==> src/rtl/btb_pkg.sv <==
package btb_pkg;
    // Two-bit direction counter states, ordered so that bit 1 is the prediction.
    typedef enum logic [1:0] {
        CTR_STRONG_NT = 2'd0,
        CTR_WEAK_NT   = 2'd1,
        CTR_WEAK_T    = 2'd2,
        CTR_STRONG_T  = 2'd3
    } ctr_state_t;
endpackage

==> src/rtl/btb_lru.sv <==
module btb_lru #(
    parameter int ENTRIES = 8,
    localparam int IDX_W  = $clog2(ENTRIES)
) (
    input  logic               clk,
    input  logic               rst_n,
    input  logic [ENTRIES-1:0] valid_i,
    input  logic               touch_i,
    input  logic [IDX_W-1:0]   touch_idx_i,
    output logic [IDX_W-1:0]   victim_o
);
    // Each entry holds a distinct age; age 0 is the most recently touched.
    logic [IDX_W-1:0]   age_q [ENTRIES];
    logic [ENTRIES-1:0] oldest_vec;

    always_ff @(posedge clk) begin
        if (!rst_n) begin
            for (int i = 0; i < ENTRIES; i++) age_q[i] <= IDX_W'(i);
        end else if (touch_i) begin
            for (int i = 0; i < ENTRIES; i++) begin
                if (IDX_W'(i) == touch_idx_i)          age_q[i] <= '0;
                else if (age_q[i] < age_q[touch_idx_i]) age_q[i] <= age_q[i] + 1'b1;
            end
        end
    end

    for (genvar g = 0; g < ENTRIES; g++) begin : g_oldest
        assign oldest_vec[g] = (age_q[g] == IDX_W'(ENTRIES - 1));
    end

    // A free slot wins over the oldest entry; among free slots, the lowest index wins.
    always_comb begin
        victim_o = '0;
        for (int i = 0; i < ENTRIES; i++)
            if (oldest_vec[i]) victim_o = IDX_W'(i);
        for (int i = ENTRIES - 1; i >= 0; i--)
            if (!valid_i[i]) victim_o = IDX_W'(i);
    end

    assert_single_oldest_R7: assert property (@(posedge clk) disable iff (!rst_n)
        $countones(oldest_vec) == 1);
    assert_touch_youngest_R7: assert property (@(posedge clk) disable iff (!rst_n)
        touch_i |=> age_q[$past(touch_idx_i)] == '0);
endmodule

==> src/rtl/btb_entry.sv <==
module btb_entry
    import btb_pkg::*;
#(
    parameter int ADDR_W = 32
) (
    input  logic              clk,
    input  logic              rst_n,
    input  logic [ADDR_W-1:0] lk_pc_i,
    input  logic [ADDR_W-1:0] upd_pc_i,
    input  logic              alloc_i,
    input  logic              refresh_i,
    input  logic              taken_i,
    input  logic [ADDR_W-1:0] target_i,
    output logic              valid_o,
    output logic              lk_hit_o,
    output logic              upd_hit_o,
    output logic [ADDR_W-1:0] target_o,
    output logic              pred_taken_o
);
    logic              valid_q;
    logic [ADDR_W-1:0] tag_q;
    logic [ADDR_W-1:0] target_q;
    ctr_state_t        ctr_q, ctr_d;

    // Next-state logic of the direction counter.
    always_comb begin
        ctr_d = ctr_q;
        if (alloc_i) begin
            ctr_d = (target_i < upd_pc_i) ? CTR_WEAK_T : CTR_WEAK_NT;
        end else if (refresh_i) begin
            unique case (ctr_q)
                CTR_STRONG_NT: ctr_d = taken_i ? CTR_WEAK_NT  : CTR_STRONG_NT;
                CTR_WEAK_NT:   ctr_d = taken_i ? CTR_WEAK_T   : CTR_STRONG_NT;
                CTR_WEAK_T:    ctr_d = taken_i ? CTR_STRONG_T : CTR_WEAK_NT;
                CTR_STRONG_T:  ctr_d = taken_i ? CTR_STRONG_T : CTR_WEAK_T;
            endcase
        end
    end

    // State register of the counter.
    always_ff @(posedge clk) begin
        if (!rst_n) ctr_q <= CTR_WEAK_NT;
        else        ctr_q <= ctr_d;
    end

    always_ff @(posedge clk) begin
        if (!rst_n) begin
            valid_q  <= 1'b0;
            tag_q    <= '0;
            target_q <= '0;
        end else if (alloc_i) begin
            valid_q  <= 1'b1;
            tag_q    <= upd_pc_i;
            target_q <= target_i;
        end else if (refresh_i) begin
            target_q <= target_i;
        end
    end

    // Outputs.
    always_comb begin
        valid_o      = valid_q;
        lk_hit_o     = valid_q && (tag_q == lk_pc_i);
        upd_hit_o    = valid_q && (tag_q == upd_pc_i);
        target_o     = target_q;
        pred_taken_o = (ctr_q == CTR_WEAK_T) || (ctr_q == CTR_STRONG_T);
    end

    assert_sat_high_R4: assert property (@(posedge clk) disable iff (!rst_n)
        (refresh_i && taken_i && ctr_q == CTR_STRONG_T) |=> ctr_q == CTR_STRONG_T);
    assert_sat_low_R4: assert property (@(posedge clk) disable iff (!rst_n)
        (refresh_i && !taken_i && ctr_q == CTR_STRONG_NT) |=> ctr_q == CTR_STRONG_NT);
    assert_alloc_init_R5: assert property (@(posedge clk) disable iff (!rst_n)
        alloc_i |=> (pred_taken_o == $past(target_i < upd_pc_i)) && upd_hit_o == (upd_pc_i == $past(upd_pc_i)));
    assert_refresh_target_R6: assert property (@(posedge clk) disable iff (!rst_n)
        refresh_i |=> target_o == $past(target_i));
endmodule

==> src/rtl/btb_predictor.sv <==
module btb_predictor #(
    parameter int ADDR_W     = 32,
    parameter int ENTRIES    = 8,
    parameter int INSN_BYTES = 4
) (
    input  logic              clk,
    input  logic              rst_n,
    input  logic [ADDR_W-1:0] fetch_pc_i,
    input  logic [ADDR_W-1:0] dec_target_i,
    output logic              hit_o,
    output logic              pred_taken_o,
    output logic [ADDR_W-1:0] pred_target_o,
    input  logic              upd_valid_i,
    input  logic [ADDR_W-1:0] upd_pc_i,
    input  logic              upd_taken_i,
    input  logic [ADDR_W-1:0] upd_target_i,
    input  logic              upd_pred_taken_i,
    input  logic [ADDR_W-1:0] upd_pred_target_i,
    output logic              mispredict_o
);
    localparam int IDX_W = $clog2(ENTRIES);

    logic [ENTRIES-1:0] valid_vec, lk_hit_vec, upd_hit_vec, ent_taken_vec;
    logic [ENTRIES-1:0] alloc_vec, refresh_vec;
    logic [ADDR_W-1:0]  ent_target [ENTRIES];
    logic [IDX_W-1:0]   victim_idx, upd_idx;
    logic               upd_any_hit, alloc_we, refresh_we;
    logic               lk_taken;
    logic [ADDR_W-1:0]  lk_target;

    for (genvar g = 0; g < ENTRIES; g++) begin : g_ent
        assign alloc_vec[g]   = alloc_we && (victim_idx == IDX_W'(g));
        assign refresh_vec[g] = refresh_we && upd_hit_vec[g];
        btb_entry #(.ADDR_W(ADDR_W)) i_entry (
            .clk          (clk),
            .rst_n        (rst_n),
            .lk_pc_i      (fetch_pc_i),
            .upd_pc_i     (upd_pc_i),
            .alloc_i      (alloc_vec[g]),
            .refresh_i    (refresh_vec[g]),
            .taken_i      (upd_taken_i),
            .target_i     (upd_target_i),
            .valid_o      (valid_vec[g]),
            .lk_hit_o     (lk_hit_vec[g]),
            .upd_hit_o    (upd_hit_vec[g]),
            .target_o     (ent_target[g]),
            .pred_taken_o (ent_taken_vec[g])
        );
    end

    btb_lru #(.ENTRIES(ENTRIES)) i_lru (
        .clk         (clk),
        .rst_n       (rst_n),
        .valid_i     (valid_vec),
        .touch_i     (alloc_we || refresh_we),
        .touch_idx_i (upd_any_hit ? upd_idx : victim_idx),
        .victim_o    (victim_idx)
    );

    // Update side: find the matching entry, then choose refresh or allocate.
    always_comb begin
        upd_idx = '0;
        for (int i = 0; i < ENTRIES; i++)
            if (upd_hit_vec[i]) upd_idx = IDX_W'(i);
        upd_any_hit = |upd_hit_vec;
        refresh_we  = upd_valid_i && upd_any_hit;
        alloc_we    = upd_valid_i && !upd_any_hit && upd_taken_i;
    end

    // Lookup side: one-hot select of the matching entry.
    always_comb begin
        lk_taken  = 1'b0;
        lk_target = '0;
        for (int i = 0; i < ENTRIES; i++) begin
            if (lk_hit_vec[i]) begin
                lk_taken  = ent_taken_vec[i];
                lk_target = ent_target[i];
            end
        end
    end

    always_comb begin
        hit_o = |lk_hit_vec;
        if (hit_o) pred_taken_o = lk_taken;
        else       pred_taken_o = dec_target_i < fetch_pc_i;
        if (!pred_taken_o)  pred_target_o = fetch_pc_i + ADDR_W'(INSN_BYTES);
        else if (hit_o)     pred_target_o = lk_target;
        else                pred_target_o = dec_target_i;
        mispredict_o = upd_valid_i &&
                       ((upd_taken_i != upd_pred_taken_i) ||
                        (upd_taken_i && (upd_target_i != upd_pred_target_i)));
    end

    assert_unique_keys_R5: assert property (@(posedge clk) disable iff (!rst_n)
        $countones(lk_hit_vec) <= 1 && $countones(upd_hit_vec) <= 1);
    assert_nt_miss_no_alloc_R5: assert property (@(posedge clk) disable iff (!rst_n)
        (upd_valid_i && !upd_taken_i && !upd_any_hit) |=> $stable(valid_vec));
    assert_flag_needs_update_R8: assert property (@(posedge clk) disable iff (!rst_n)
        !upd_valid_i |-> !mispredict_o);
    assert_reset_empty_R1: assert property (@(posedge clk)
        $past(!rst_n) |-> valid_vec == '0);
endmodule

==> config.mk <==
export PLATFORM = sky130hd
export DESIGN_NAME = btb_predictor
export DESIGN_NICKNAME = d
export VERILOG_FILES = /design/src/rtl/btb_pkg.sv /design/src/rtl/btb_lru.sv /design/src/rtl/btb_entry.sv /design/src/rtl/btb_predictor.sv
export SDC_FILE = /design/constraint.sdc
export NUM_CORES = 2
export LEC_CHECK = 0
export CORE_ASPECT_RATIO = 0.9
export CORE_MARGIN = 10
export CORE_UTILIZATION = 60
export DETAILED_ROUTE_END_ITERATION = 10
export GPL_TIMING_DRIVEN = 0
export PLACE_DENSITY_LB_ADDON = 0.25
export SYNTH_ARGS = -nofsm -noshare
export SYNTH_HDL_FRONTEND = slang
export SYNTH_HIERARCHICAL = 1
export SYNTH_SLANG_ARGS = --single-unit
==> constraint.sdc <==
create_clock -name clk -period 11.4 [get_ports clk]
set_input_delay 2.28 -clock clk [delete_from_list [all_inputs] [get_ports clk]]
set_output_delay 2.28 -clock clk [all_outputs]
set_load 0.1 [all_outputs]
### Word level (Yosys, flattened, before mapping)

Memories as Yosys holds them, arrays and structs flattened.
Cells that the tools add are included.

* register bits after elaboration: 536
* latch bits: 0
* bits in writable memories: 24
* bits in read-only memories: 0
* input port bits: 165
* output and inout port bits: 35
* word-level logic and storage cells: 375
* memories: 1

* add/subtract/negate cells: 9
* $mul: 0
* divide/modulo/power cells: 0
* $lt $le $gt $ge: 10
* equality and inequality tests: 63
* shifts and indexed selects: 0
* mux-type cells: 176
* bitwise operators: 16
* reductions and logical operators: 68

Memories
* i_lru.age_q: words 8, width 3, rd ports 9, clocked after Yosys merged registers in 0, wr ports 8, RTL line btb_lru.sv:13 `logic [IDX_W-1:0] age_q [ENTRIES];`

Operators with widths (count)
* 2-to-1 mux 32 bit: 26
* equality test 32 bit: 16
* 2-to-1 mux 3 bit: 35
* 2-to-1 mux 1 bit: 86
* less-than comparator 32 bit: 2
* one-hot mux 2 bit (4 select lines): 8
* 2-to-1 mux 2 bit: 21
* logical AND 1 bit: 37
* equality test 3 bit, second input constant: 11
* adder 32 x 3 -> 32 bit, second input constant: 1
* equality test 2 bit, second input constant: 16
* inequality test 32 bit: 1
* adder 3 x 1 -> 3 bit, second input constant: 8
* less-than comparator 3 bit: 8
* equality test 2 x 1 -> 1 bit, second input constant: 8
* logical NOT 2 bit: 8
* bitwise OR 1 bit: 16
* nonzero test 2 bit: 8
* OR reduction 8 bit: 2
* equality test 3 bit, first input constant: 4
* logical OR 1 bit: 10
* equality test 2 x 3 -> 1 bit, first input constant: 2
* equality test 3 x 2 -> 1 bit, second input constant: 2
* logical NOT 3 bit: 2
* 4 further kinds: 4

### Logic depth before layout (Yosys ltp)

An unclocked memory read counts as a cell.

* depth after elaboration: 26
* gate-level depth with buffers: 18
* gate-level depth less buffers: 17

### Cells and area by module

Netlist, hierarchy kept.

By module, submodules not included
* btb_entry: times used 8, cells an instance 452, area each 4016.4 um2, seq. area each 1341.3 um2
* btb_predictor: times used 1, cells an instance 667, area each 4204.0 um2, seq. area each 0.0 um2
* btb_lru: times used 1, cells an instance 211, area each 2132.0 um2, seq. area each 720.7 um2

### Worst setup path after synthesis

Ideal clock, no wire load.

* kind: input to output
* start: in fetch_pc_i[5]
* end: out pred_target_o[10]
* arrival time: 6.386 ns
* data required time: 9.120 ns
* setup slack: 2.734 ns
* cell stages on the path: 18
* buffers on the path: 5
* cell sequence: xnor2_1 nand4_1 nor4_1 nand4_1 nor4_1 buf_6 or2_1 buf_2 nor4_2 and2_1 buf_4 inv_4 a211oi_2 o21ai_1 o32a_1 buf_6 buf_6 mux2i_1

* elaborated cells between the ends (all ways): 38
* those cells by class: 1 x add/sub; 1 x order compare; 8 x eq/ne; 19 x mux; 9 x reduce/logical

RTL lines
* from (decl): RTL line btb_predictor.sv:8 `input logic [ADDR_W-1:0] fetch_pc_i,`
* equality test 32 bit *: RTL line btb_entry.sv:63 `lk_hit_o = valid_q && (tag_q == lk_pc_i);`
* logical AND 1 bit *: RTL line btb_entry.sv:63
* net lk_hit_vec[7]: RTL line btb_predictor.sv:23 `logic [ENTRIES-1:0] valid_vec, lk_hit_vec, upd_hit_vec, ent_taken_vec;`
* OR reduction 8 bit *: RTL line btb_predictor.sv:83 `hit_o = |lk_hit_vec;`
* net hit_o: RTL line btb_predictor.sv:10 `output logic hit_o,`
* 2-to-1 mux 32 bit / 2-to-1 mux 1 bit (equally long branches): RTL line btb_predictor.sv:87, btb_predictor.sv:84
* 2-to-1 mux 32 bit *: RTL line btb_predictor.sv:86 `if (!pred_taken_o) pred_target_o = fetch_pc_i + ADDR_W'(INSN_BYTES);`
* to (decl): RTL line btb_predictor.sv:12 `output logic [ADDR_W-1:0] pred_target_o,`

The timed path passes the listed nets; every way through them passes the cells marked *.

### Worst setup path in the final report

* start: in fetch_pc_i[12]
* end: out pred_target_o[28]

* longest elaborated chain between the ends: 12
* elaborated cells between the ends (all ways): 38
* those cells by class: 1 x add/sub; 1 x order compare; 8 x eq/ne; 19 x mux; 9 x reduce/logical

Ends and longest elaborated chain
* equality test 32 bit *: RTL line btb_entry.sv:63
* logical AND 1 bit *: RTL line btb_entry.sv:63
* net lk_hit_vec[0]: RTL line btb_predictor.sv:23
* 2-to-1 mux 32 bit / 2-to-1 mux 1 bit (equally long branches) (8 in a row): RTL line btb_predictor.sv:75 `if (lk_hit_vec[i]) begin`
* 2-to-1 mux 32 bit / 2-to-1 mux 1 bit (equally long branches): RTL line btb_predictor.sv:87, btb_predictor.sv:84
* 2-to-1 mux 32 bit *: RTL line btb_predictor.sv:86

Marks and branches as above.

==> results.yml <==
synthesis:
  avgSynthCellArea_um2: 8.56
  yosys_warnings: 6
  synth.distinct_cells: 80
  ys_async_sr_fraction_pct: 0
  synthCells: 4494
  syn-num-nets: 4970
  ys.flop_type: "dfxtp_1"
  syn_area_um2: 38500
  ys_seq_area_share_pct: 29.8
  synth_edf_count: 24
  ys_ff_latch: 560
global_route:
  grt-busiest-layer: "met2"
  met3_usage_pct: 10.8
  grtUsageMet1_pct: 49.0
  met2_usage_pct: 53.9
  antenna_found_initial: 9
  grt_pass1_wl_um: 210000
  grt_usage_pct: 36.9
  first_global_vias: 33600
  gr-total-overflow: 0
  grt_max_degree: 25
critical_path:
  regToRegStartpoint: "g_ent[5].i_entry/tag_q[22]"
  required_ns: 9.12
  crit_chain: "clkdlybuf4s50_1, xnor2_1, nand4_1, nor4_1, nand4_1, nor4_2, nor2b_1, clkbuf_1, a22oi_1, o21ai_0, a21oi_1, o32a_1, buf_6, buf_6, mux2i_1, dlymetal6s2s_1"
  worstPathMaxFanout: 11
  slowest_stage: "clkdlybuf4s50_1"
  worstSetupStartpoint: "fetch_pc_i[12]"
  path_class: "in -> out"
  arrival_ns: 9.09
  critPathMaxStageDelay_ns: 1.14
  crit_path_start_kind: "primary input"
  cp-end-kind: "primary output"
placed_design:
  place_congestion: 1.01
  io_buffers: 199
  place_ws_ns: -0.352
  dp_hpwl_um: 102000
die:
  floorplan.initialDensity_pct: 61.0
  dieHeight_um: 260
  ios: 200
  core_um2: 63000
  dieArea_um2: 74700
  die_x_um: 287
  rows: 87
cts:
  htreeDepth: 2
  clockBufferDepth: 3
  cts_sinks: 560
  tritoncts: "built"
  cts-root-buf: "clkbuf_16"
  cts_setup_buffers: 0
  clk_pin_slew_ns: 0.06
  clock_latency_ns: 0.66
  numCtsBuffers: 58
timing:
  max-slew-margin-rel_pct: -15.2
  worst_slew_pin_slew_ns: 1.71
  rsz0062_at_grt: "false"
  min_period_over_period_pct: 99.7
  skew_ns: 0.0287
  tns_ns: 0
  slew_violations: 6
  finalSetupViolCount: 0
  max_freq_ghz: 0.0880
  finalWorstSetupSlack_ns: 0.0337
  hold_violations: 0
  fin_crit_ns: 11.37
detailed_routing:
  vias_per_cell: 6.29
  wl_per_cell_um: 25.3
  drt_wl_total_um: 143000
  num_vias: 35600
  dr.pass1.iters: 8
  drc: 0
  drt_iter0_drc: 4517
  ant_nets: 0
flow_run:
  max_cap_violations: 3
power:
  power.density_nw_per_um2: 117
  ir_worst_vdd_v: 0.000148
  p_leak_uw: 0.0161
cells_and_area:
  nNetsFinal: 5233
  drive_gt1_share_pct: 5.39
  syn2layout_area_growth_pct: 13.2
  fillers: 5171
  post-route-util_pct: 69.1
outcome:
  violations: "capacitance limit, slew limit"
  outcome: "complete, but fails checks"
min_path:
  hp-class: "reg -> reg"
  hold_path_startpoint: "g_ent[4].i_entry/target_o[25]"
[cell usage after synthesis, types with 59 or more instances]
library cell  number  area share [%]
nor2_1            61            0.60
nand4_1          152             2.5
ha_1             311              10
clkbuf_1         149             1.5
o21ai_0           92             1.2
xor2_1            87             2.0
a21oi_1          167             2.2
nand2_1          704             6.9
nor4_1            59            0.96
xnor2_1          486              11
inv_1            303             3.0
mux2i_1          290             7.5
a21boi_1         240             4.7
nor2b_1          278             4.5
dfxtp_1          536              28
[power breakdown]
group / internal, µW / total, µW / switching [µW]
Combinational: 350 / 1000 / 654
Clock: 1190 / 2060 / 864
Sequential: 2000 / 2020 / 24.3
Total: 3540 / 5080 / 1540
[layout make-up]
type / instances / area, µm² / area share, %
diodes: 2 / 5.00 / 0.0115
flip-flops and latches: 560 / 11500 / 26.3
clock inverters: 23 / 329 / 0.756
well taps: 845 / 1060 / 2.43
repair buffers: 203 / 1930 / 4.44
multi-input cells: 3416 / 24800 / 57.0
plain buffers: 212 / 1050 / 2.41
clock buffers: 86 / 1740 / 3.99
inverters: 306 / 1150 / 2.64
[stage by stage]
step	cells	cell area (µm²)	hold WS (ns)	power, µW
CTS	5650	43500	0.451	5050
floorplan	4494	38500	0.430	2620
detailed placement	5541	41400	0.442	3030
finish	5653	43600	0.449	5080
global placement	5538	41500	0.436	3020
global route	5651	43500	0.462	5210
[kinds of logic after synthesis]
family | Yosys count | synth area share, %
buf+inv | 518 | 5.72
compound gates | 805 | 14.6
simple gates | 1422 | 18.7
fa+ha+maj | 319 | 10.3
xor+xnor | 573 | 13.0
flops | 560 | 29.8
mux | 297 | 7.87
[critical path: cells and delay by family]
kind / cells / cell delay, ns
xor gates and xnor gates: 1 / 0.54
buffers and inverters: 5 / 2.72
muxes: 1 / 0.47
and+or+nand+nor: 5 / 1.75
AOI/OAI and AO/OA: 4 / 1.28
[sequential cells by signal, indices dropped and copies added (netlist names)]
name	count
g_ent.i_entry/valid_o	8
g_ent.i_entry/target_o	256
g_ent.i_entry/tag_q	256
g_ent.i_entry/ctr_q	16
i_lru/age_q	24
[cell usage in the layout, fill, tap and decap left out, types with 92 or more instances in the layout]
cell / synthesis / routed
a21boi_1: 240 / 240
clkdlybuf4s50_1: 0 / 136
a21oi_1: 167 / 167
o21ai_0: 92 / 92
nand4_1: 152 / 152
clkbuf_1: 149 / 160
xnor2_1: 486 / 486
inv_1: 303 / 303
dfxtp_1: 536 / 536
ha_1: 311 / 311
nand2_1: 704 / 704
mux2i_1: 290 / 290
nor2b_1: 278 / 278
[final timing paths]
kind                                                      end  slack (ns)  depth (start not counted)
worst max register to register              i_lru/age_q[6][1]        4.52                         14
worst min register to register  g_ent[4].i_entry/target_o[25]        0.45                          2
worst min-delay path            g_ent[4].i_entry/target_o[25]        0.45                          2
worst max-delay path                        pred_target_o[28]        0.03                         16
[per-layer routing]
metal	share of wire, %	vias up
met4	5.4	8
li1	-	16100
met1	40	16800
met3	14	463
met2	41	2257
met5	0.041	-
[timing repair]
action	4_1_cts	5_1_grt
hold buffers	0	0
resized for setup	5	36
endpoints found under the setup margin	30	31
(Power assumes the default switching activity.)
